<file path="src/rtl/ptet_pkg.sv">
package ptet_pkg;
   localparam int unsigned PTET_PINS_DEF  = 24;
   localparam int unsigned PTET_VEC_W_DEF = 8;

   function automatic int unsigned idx_w(input int unsigned n);
      return (n < 2) ? 1 : $clog2(n);
   endfunction
endpackage

</file>
<file path="src/rtl/ptet_lowest_pick.sv">
module ptet_lowest_pick #(
   parameter int unsigned N  = 24,
   parameter int unsigned IW = 5
) (
   input  logic [N-1:0]  req_i,
   output logic          any_o,
   output logic [IW-1:0] idx_o,
   output logic [N-1:0]  onehot_o
);
   always_comb begin
      idx_o    = '0;
      onehot_o = '0;
      for (int i = N - 1; i >= 0; i--) begin
         if (req_i[i]) begin
            idx_o       = IW'(i);
            onehot_o    = '0;
            onehot_o[i] = 1'b1;
         end
      end
   end
   assign any_o = |req_i;
endmodule

</file>
<file path="src/rtl/ptet_pulse_queue.sv">
module ptet_pulse_queue #(
   parameter int unsigned N  = 24,
   parameter int unsigned IW = 5
) (
   input  logic          clk,
   input  logic          rst_n,
   input  logic [N-1:0]  set_i,
   output logic          pulse_o,
   output logic [IW-1:0] pin_o
);
   logic [N-1:0]  pend_q, pick_oh;
   logic          pick_any;
   logic [IW-1:0] pick_idx;

   ptet_lowest_pick #(.N(N), .IW(IW)) u_pick (
      .req_i(pend_q), .any_o(pick_any), .idx_o(pick_idx), .onehot_o(pick_oh)
   );

   always_ff @(posedge clk) begin
      if (!rst_n) begin
         pend_q  <= '0;
         pulse_o <= 1'b0;
         pin_o   <= '0;
      end else begin
         pend_q  <= (pend_q & ~pick_oh) | set_i;
         pulse_o <= pick_any;
         pin_o   <= pick_idx;
      end
   end

   // a pulse always names an existing pin
   a_r6_pulse_in_range: assert property (@(posedge clk) disable iff (!rst_n)
      pulse_o |-> (int'(pin_o) < int'(N)));
endmodule

</file>
<file path="src/rtl/pin_trig_eoi_tracker.sv">
module pin_trig_eoi_tracker #(
   parameter int unsigned NUM_PINS      = ptet_pkg::PTET_PINS_DEF,
   parameter int unsigned VEC_W         = ptet_pkg::PTET_VEC_W_DEF,
   parameter bit          BOOT_STEER_EN = 1'b1,
   localparam int unsigned IW           = ptet_pkg::idx_w(NUM_PINS)
) (
   input  logic                      clk,
   input  logic                      rst_n,
   input  logic [NUM_PINS-1:0]       pin_level_i,
   input  logic [NUM_PINS-1:0]       cfg_invert_i,
   input  logic [NUM_PINS-1:0]       cfg_level_trig_i,
   input  logic [NUM_PINS-1:0]       cfg_mask_i,
   input  logic [NUM_PINS*VEC_W-1:0] cfg_vector_i,
   input  logic [NUM_PINS-1:0]       cfg_rewrite_i,
   input  logic                      eoi_valid_i,
   input  logic [VEC_W-1:0]          eoi_vector_i,
   input  logic                      eoi_level_i,
   output logic                      dlv_valid_o,
   input  logic                      dlv_ready_i,
   output logic [IW-1:0]             dlv_pin_o,
   output logic                      dlv_to_boot_o,
   output logic                      coal_pulse_o,
   output logic [IW-1:0]             coal_pin_o,
   output logic                      ack_pulse_o,
   output logic [IW-1:0]             ack_pin_o
);
   localparam int unsigned N = NUM_PINS;

   if (N < 1 || (1 << IW) < N) begin : g_bad_pins
      $error("pin_trig_eoi_tracker: NUM_PINS out of range");
   end
   if (VEC_W < 1) begin : g_bad_vec
      $error("pin_trig_eoi_tracker: VEC_W must be at least 1");
   end

   logic [N-1:0]  req_q, rirr_q, pend_q;
   logic [N-1:0]  eff, rise, in_flight, busy, eoi_hit, release_p;
   logic [N-1:0]  want, coal_set, deliver_lvl, pick_oh;
   logic          dlv_valid_q, dlv_lvl_q, slot_free, pick_any;
   logic [IW-1:0] dlv_pin_q, pick_idx;

   assign eff       = pin_level_i ^ cfg_invert_i;
   assign rise      = eff & ~req_q;
   assign slot_free = ~dlv_valid_q | dlv_ready_i;

   for (genvar p = 0; p < N; p++) begin : g_pin
      logic lvl, rise_svc, resvc;
      assign lvl            = cfg_level_trig_i[p];
      assign in_flight[p]   = dlv_valid_q && (dlv_pin_q == IW'(p));
      assign busy[p]        = pend_q[p] | in_flight[p];
      assign eoi_hit[p]     = eoi_valid_i && (cfg_vector_i[p*VEC_W +: VEC_W] == eoi_vector_i);
      assign release_p[p]   = (eoi_hit[p] & eoi_level_i & lvl) | cfg_rewrite_i[p];
      assign deliver_lvl[p] = in_flight[p] & dlv_ready_i & dlv_lvl_q;
      assign rise_svc       = rise[p] & ~busy[p] & (~lvl | ~rirr_q[p]);
      assign resvc          = release_p[p] & lvl & req_q[p] & ~busy[p];
      assign want[p]        = (rise_svc | resvc) & ~cfg_mask_i[p];
      assign coal_set[p]    = rise[p] & (busy[p] | (lvl & rirr_q[p]));

      // the flag only rises on a handshake for this pin
      a_r3_rirr_from_delivery: assert property (@(posedge clk) disable iff (!rst_n)
         $rose(rirr_q[p]) |-> $past(dlv_valid_q && dlv_ready_i && dlv_pin_q == IW'(p)));
      // the flag only falls on a level-type EOI or a rewrite
      a_r7_rirr_release: assert property (@(posedge clk) disable iff (!rst_n)
         $fell(rirr_q[p]) |-> $past((eoi_valid_i && eoi_level_i) || cfg_rewrite_i[p]));
   end

   ptet_lowest_pick #(.N(N), .IW(IW)) u_dlv_pick (
      .req_i(pend_q), .any_o(pick_any), .idx_o(pick_idx), .onehot_o(pick_oh)
   );

   always_ff @(posedge clk) begin
      if (!rst_n) begin
         req_q       <= '0;
         rirr_q      <= '0;
         pend_q      <= '0;
         dlv_valid_q <= 1'b0;
         dlv_pin_q   <= '0;
         dlv_lvl_q   <= 1'b0;
      end else begin
         req_q  <= eff;
         rirr_q <= (rirr_q & ~release_p) | deliver_lvl;
         pend_q <= (pend_q & ~(pick_oh & {N{slot_free}})) | want;
         if (slot_free) begin
            dlv_valid_q <= pick_any;
            if (pick_any) begin
               dlv_pin_q <= pick_idx;
               dlv_lvl_q <= cfg_level_trig_i[pick_idx];
            end
         end
      end
   end

   assign dlv_valid_o = dlv_valid_q;
   assign dlv_pin_o   = dlv_pin_q;

   if (BOOT_STEER_EN) begin : g_boot_steer
      assign dlv_to_boot_o = dlv_valid_q && (dlv_pin_q == '0);
   end else begin : g_no_boot_steer
      assign dlv_to_boot_o = 1'b0;
   end

   ptet_pulse_queue #(.N(N), .IW(IW)) u_coal_q (
      .clk(clk), .rst_n(rst_n), .set_i(coal_set), .pulse_o(coal_pulse_o), .pin_o(coal_pin_o)
   );
   ptet_pulse_queue #(.N(N), .IW(IW)) u_ack_q (
      .clk(clk), .rst_n(rst_n), .set_i(eoi_hit), .pulse_o(ack_pulse_o), .pin_o(ack_pin_o)
   );

   // an offered delivery is held until it is taken
   a_r9_hold_until_ready: assert property (@(posedge clk) disable iff (!rst_n)
      (dlv_valid_o && !dlv_ready_i) |=> (dlv_valid_o && $stable(dlv_pin_o)));
   // the pin in flight is never queued a second time
   a_r9_no_duplicate: assert property (@(posedge clk) disable iff (!rst_n)
      dlv_valid_q |-> !pend_q[dlv_pin_q]);
endmodule

</file>
<file path="config.mk">
export PLATFORM = sky130hd
export DESIGN_NAME = pin_trig_eoi_tracker
export DESIGN_NICKNAME = d
export VERILOG_FILES = /design/src/rtl/ptet_pkg.sv /design/src/rtl/ptet_lowest_pick.sv /design/src/rtl/ptet_pulse_queue.sv /design/src/rtl/pin_trig_eoi_tracker.sv
export SDC_FILE = /design/constraint.sdc
export NUM_CORES = 1
export LEC_CHECK = 0
export ABC_AREA = 1
export BUFFER_PORTS_ARGS = -buffer_cell sky130_fd_sc_hd__buf_2
export CORE_ASPECT_RATIO = 0.5
export CORE_MARGIN = 5
export CORE_UTILIZATION = 51
export CTS_CLUSTER_DIAMETER = 100
export DETAILED_ROUTE_END_ITERATION = 7
export GPL_TIMING_DRIVEN = 0
export PLACE_DENSITY = 0.82
export SLEW_MARGIN = 10
export SYNTH_ARGS = -nofsm -noshare
export SYNTH_HDL_FRONTEND = slang
export SYNTH_SLANG_ARGS = --single-unit
export TNS_END_PERCENT = 1
</file>
<file path="constraint.sdc">
create_clock -name clk -period 2.84 [get_ports clk]
set_clock_uncertainty 0.2 [all_clocks]
set_input_delay 0.426 -clock clk [delete_from_list [all_inputs] [get_ports clk]]
set_output_delay 0.426 -clock clk [all_outputs]
set_load 0.01 [all_outputs]
</file>
== Word level (Yosys, flattened, before mapping) ==
Index checks and enable logic that the tools add are counted.
Word-level totals
  register bits: 139
Operators by class
  muxes and demuxes: 144
  reduce and logical (&&, ||, !) cells: 63
  bitwise gates (word level): 523
  equal/unequal tests: 47
  $lt $le $gt $ge: 1
Operator list (number)
  24-bit 2-to-1 mux: 72
  1-bit AND: 288
  5-bit 2-to-1 mux: 40
  8-bit == test: 24
  24-bit AND: 6
  1-bit bitwise OR: 121
  24-bit inverter: 5
  1-bit inverter: 98
  24-bit bitwise OR: 4
  24-bit OR reduction: 3
  4-bit 2-to-1 mux: 16
  1-bit logical AND: 48
  5-bit by 4-bit == test with 1-bit output (second input constant): 8
  5-bit == test (second input constant): 8
  17-bit OR reduction: 2
  3-bit 2-to-1 mux: 8
  24-bit XOR: 1
  5-bit by 3-bit == test with 1-bit output (second input constant): 4
  9-bit OR reduction: 2
  5-bit by 2-bit == test with 1-bit output (second input constant): 2
  5-bit OR reduction: 2
  2-bit 2-to-1 mux: 4
  5-bit by 6-bit less-than comparator with 1-bit output (second input constant): 1
  3-bit OR reduction: 2
  other kinds (6): 9

== Logic depth before layout (Yosys ltp) ==
  depth after elaboration: 28
  gate-level depth with buffers: 32
  mapped depth without buffers: 32

== Cells and area by module ==
A second synthesis with hierarchy kept.
Unflattened totals
  cells, all modules: 2398
  area, all modules: 12718.4 um2
By module, submodules not included
  pin_trig_eoi_tracker: seq. area each 1581.5 um2, times used 1, area each 8822.2 um2, cells an instance 1765
  ptet_pulse_queue: seq. area each 600.6 um2, times used 2, area each 1137.3 um2, cells an instance 141
  ptet_lowest_pick: seq. area each 0.0 um2, times used 3, area each 540.5 um2, cells an instance 117

== Least setup slack after synthesis ==
Ideal clock, no wire load.
  path kind: in2reg
  start point: input eoi_vector_i[6]
  end point: register pend_q[2]
  stages on the path: 10
  path slack: 384 ps
  data required time: 2570 ps
  arrival time: 2186 ps
  library setup time: 70 ps
  buffers on the path: 2
  cell sequence: clkbuf_1 > buf_2 > xnor2_1 > o2111ai_1 > a2111oi_0 > nand4_1 > a21oi_1 > nand3_1 > a21o_1 > a21oi_1
On the way
  word-level cells in the longest chain between the ends: 11
Ends and longest elaborated chain
  start: declaration: RTL line pin_trig_eoi_tracker.sv:16  | input logic [VEC_W-1:0] eoi_vector_i,
  8-bit == test: RTL line pin_trig_eoi_tracker.sv:51  | assign eoi_hit[p] = eoi_valid_i && (cfg_vector_i[p*VEC_W +: VEC_W] == eoi_vector_i);
  1-bit logical AND: RTL line pin_trig_eoi_tracker.sv:51
  1-bit AND (2 in a row): RTL line pin_trig_eoi_tracker.sv:52  | assign release_p[p] = (eoi_hit[p] & eoi_level_i & lvl) | cfg_rewrite_i[p];
  1-bit bitwise OR: RTL line pin_trig_eoi_tracker.sv:52
  1-bit AND (3 in a row): RTL line pin_trig_eoi_tracker.sv:55  | assign resvc = release_p[p] & lvl & req_q[p] & ~busy[p];
  1-bit bitwise OR: RTL line pin_trig_eoi_tracker.sv:56  | assign want[p] = (rise_svc | resvc) & ~cfg_mask_i[p];
  1-bit AND: RTL line pin_trig_eoi_tracker.sv:56
  24-bit bitwise OR: RTL line pin_trig_eoi_tracker.sv:82  | pend_q <= (pend_q & ~(pick_oh & {N{slot_free}})) | want;
  end signal: assignment: RTL line pin_trig_eoi_tracker.sv:82
  end: declaration: RTL line pin_trig_eoi_tracker.sv:36  | logic [N-1:0] req_q, rirr_q, pend_q;
No other way between the ends.
A chain may end at the register's enable or synchronous reset.

== Worst setup path in the final report ==
  start point: input eoi_vector_i[5]
  end point: register pend_q[9]
Same word-level chain as after synthesis.

==> metrics <==
post-synthesis async set-or-reset flop share 0%; DRT Pass-1 Iters 6; Pwr Total 6530 uW; Tmin final 2.85 ns; Core Area 18300 um2; Fillers 1735; Remaining DRCs 0; clock buffer depth 2; Num Clock Sinks 139; first-pass GRT wire length 56800 um; CTS tree built; failing checks setup timing; flops & latches, synth 139; RSZ-0062 raised after global routing yes; area delta synth->final 29.5%; CP Capture Type flip-flop; Placement Rows 35; clk root buf clkbuf_16; Max Fclk 0.350 GHz; Synth area leader dfxtp_1; Yosys cell types 42; maxcap violations 0; top post-synthesis cells by area dfxtp_1 (29%), nand2_1 (11%), nor2_1 (8.6%); crit share post-route 100%; Syn Area/Cell 6.33 um2; ys flop type dfxtp_1; peak supply drop 0.000393 V; Final Instance Area 12200 um2; Tot GR Track Use 33.3%; Routed wire per std cell 18.0 um; Die Footprint 21500 um2; WL final 38000 um; via count 11.9k; port bufs 340; Worst Setup SP eoi_vector_i[5]; Cells after Synth 1493; dpl cell area 11500 um2; share of layout cells above drive strength 1 23.6%; part of the Yosys area used for sequential elements 29.4%; type of origin of the critical path input port; hold_buf cts 0; worst relative slew slack 31.8%; initial antenna violation count 0; Final setup viols 1; Clock Latency Late Sink 0.42 ns; Via density 5.65; largest net degree at the start of global routing 17; Die Ht 106 um; critical path's slowest cell nor4_2; chip width 203 um; final core utilization 66.9%; Hold Path Stages 3; NumNets Final 2181; CP arrival 3.00 ns; synthesis warning total 0; leak pwr 0.00572 uW; number of H-tree levels 4; hold path startpoint cfg_mask_i[21]; TritonCTS buffer count 17; Pwr Density 533 nW/um2; fin. max-slew vios 0; Yosys top cell area share 29.4%; PnR worst setup slack -0.0141 ns; CP Class input port to flip-flop; Detail Placement HPWL 30500 um; FF-to-FF Start pend_q[22]; Routed Antenna Nets 0; initial core utilization 51.7%; status finished with violations; Reg clk slew, reported paths 0.07 ns; Worst path max stage delay 0.46 ns; Syn Nets 1818; final hold vios 0; critical path fanouts, max 10; vias in the first global route 10.7k; Hold Crit Class input port to flip-flop; synthesized cell area 9460 um2; DRT iter0 DRCs 1433; worst-margin pin slew 0.997 ns; critical path cell sequence buf_2 -> inv_2 -> clkbuf_1 -> clkbuf_2 -> o21ai_0 -> nor4_2 -> nand4_1 -> a21oi_1 -> nand3_1 -> a21oi_1 -> nor2_1 -> nor2_1; GRT overflow 0; RD Place Congestion 0.995; # IOs 344; WP data required 2.99 ns; cells on worst reg2reg path 31; Post-synth EDFFs 0
[layer usage]
layer,vias to the layer above,wire length [um],global-route usage [%]
li1,5747,-,-
met4,0,1030,9.54
met1,5412,15300,44.2
met3,85,4780,8.59
met5,-,0,0
met2,692,17000,53.9
[stage by stage]
stage | setup slack [ns] | hold slack [ns] | std cells | TNS [ns]
after CTS | -0.0443 | 0.0618 | 2105 | -0.0443
after global routing | -0.178 | 0.0715 | 2109 | -0.476
after global placement | -0.760 | 0.237 | 2073 | -11.10
after floorplan | 0.384 | 0.223 | 1493 | 0
final | -0.0141 | 0.0596 | 2111 | -0.0141
after detailed placement | -0.798 | 0.236 | 2073 | -11.76
[placed cells by master, fill, tap and decap left out, types with 11 or more instances in the layout]
master and instances:
nand4_1 27, a21oi_1 147, nor3_1 18, clkbuf_1 38
o21ai_1 20, nor2_1 215, xor2_1 55, o22ai_1 20
inv_2 27, o21ai_0 76, nand2_1 275, a211oi_1 13
nand3_1 109, dfxtp_1 137, clkbuf_16 18, a2111oi_0 17
o2111ai_1 13, xnor2_1 42, inv_1 135, buf_2 344
nand3b_1 11
[critical path: cells and delay by family]
family | cells | cell delay, ns
compound gates | 3 | 0.68
buf+inv | 4 | 0.94
simple gates | 5 | 0.93
[final timing paths]
path	end	slack [ns]
min reg2reg	rirr_q[23]	0.27
max	pend_q[9]	-0.01
max reg2reg	dlv_lvl_q	0.07
min	pend_q[21]	0.06
[cells by family after synthesis]
family,synth area share (%)
and+or+nand+nor,30.9
DFF,29.4
AOI/OAI and AO/OA,21.8
xor gates and xnor gates,8.98
buffers and inverters,8.96
[synthesized netlist by cell type (18+ instances only)]
cell type  count
dfxtp_1      139
o22ai_1       20
o21ai_0       76
clkbuf_1      45
o21ai_1       20
nand4_1       27
a2111oi_0     18
nor2_1       217
nand2_1      276
xnor2_1       42
nor3_1        19
inv_2         26
inv_1        136
nand3_1      112
a21oi_1      147
xor2_1        55
[what timing repair did]
| item | CTS | global route |
|---|---|---|
| endpoints found under the setup margin | 10 | 20 |
| gates cloned | 0 | 1 |
| gates resized for setup | 11 | 28 |
| pin swaps | 0 | 1 |
| setup buffers | 0 | 3 |
[layout make-up]
class | instances | area, um2 | area share (%)
well taps | 240 | 300 | 2.45
inverters | 165 | 619 | 5.06
repair buffers | 344 | 1750 | 14.3
multi-input cells | 1134 | 5940 | 48.5
clock inverters | 14 | 159 | 1.30
clock buffers | 18 | 439 | 3.59
diodes | 2 | 5.00 | 0.0409
plain buffers | 55 | 244 | 1.99
flip-flops and latches | 139 | 2790 | 22.7
[report_power, final]
part	total [uW]	switching (uW)	internal, uW
sequential	2170	94.7	2080
combinational	2080	1320	765
clock	2270	938	1340
[sequential cells by signal, summed over array words and instances (netlist names)]
| register | cells |
|---|---|
| dlv_lvl_q | 1 |
| dlv_pin_o | 5 |
| dlv_valid_o | 1 |
| pend_q | 24 |
| req_q | 24 |
| rirr_q | 24 |
| u_ack_q.pend_q | 24 |
| u_ack_q.pin_o | 5 |
| u_ack_q.pulse_o | 1 |
| u_coal_q.pend_q | 24 |
| u_coal_q.pin_o | 5 |
| u_coal_q.pulse_o | 1 |
No activity file was read; power rests on OpenSTA's default activity.
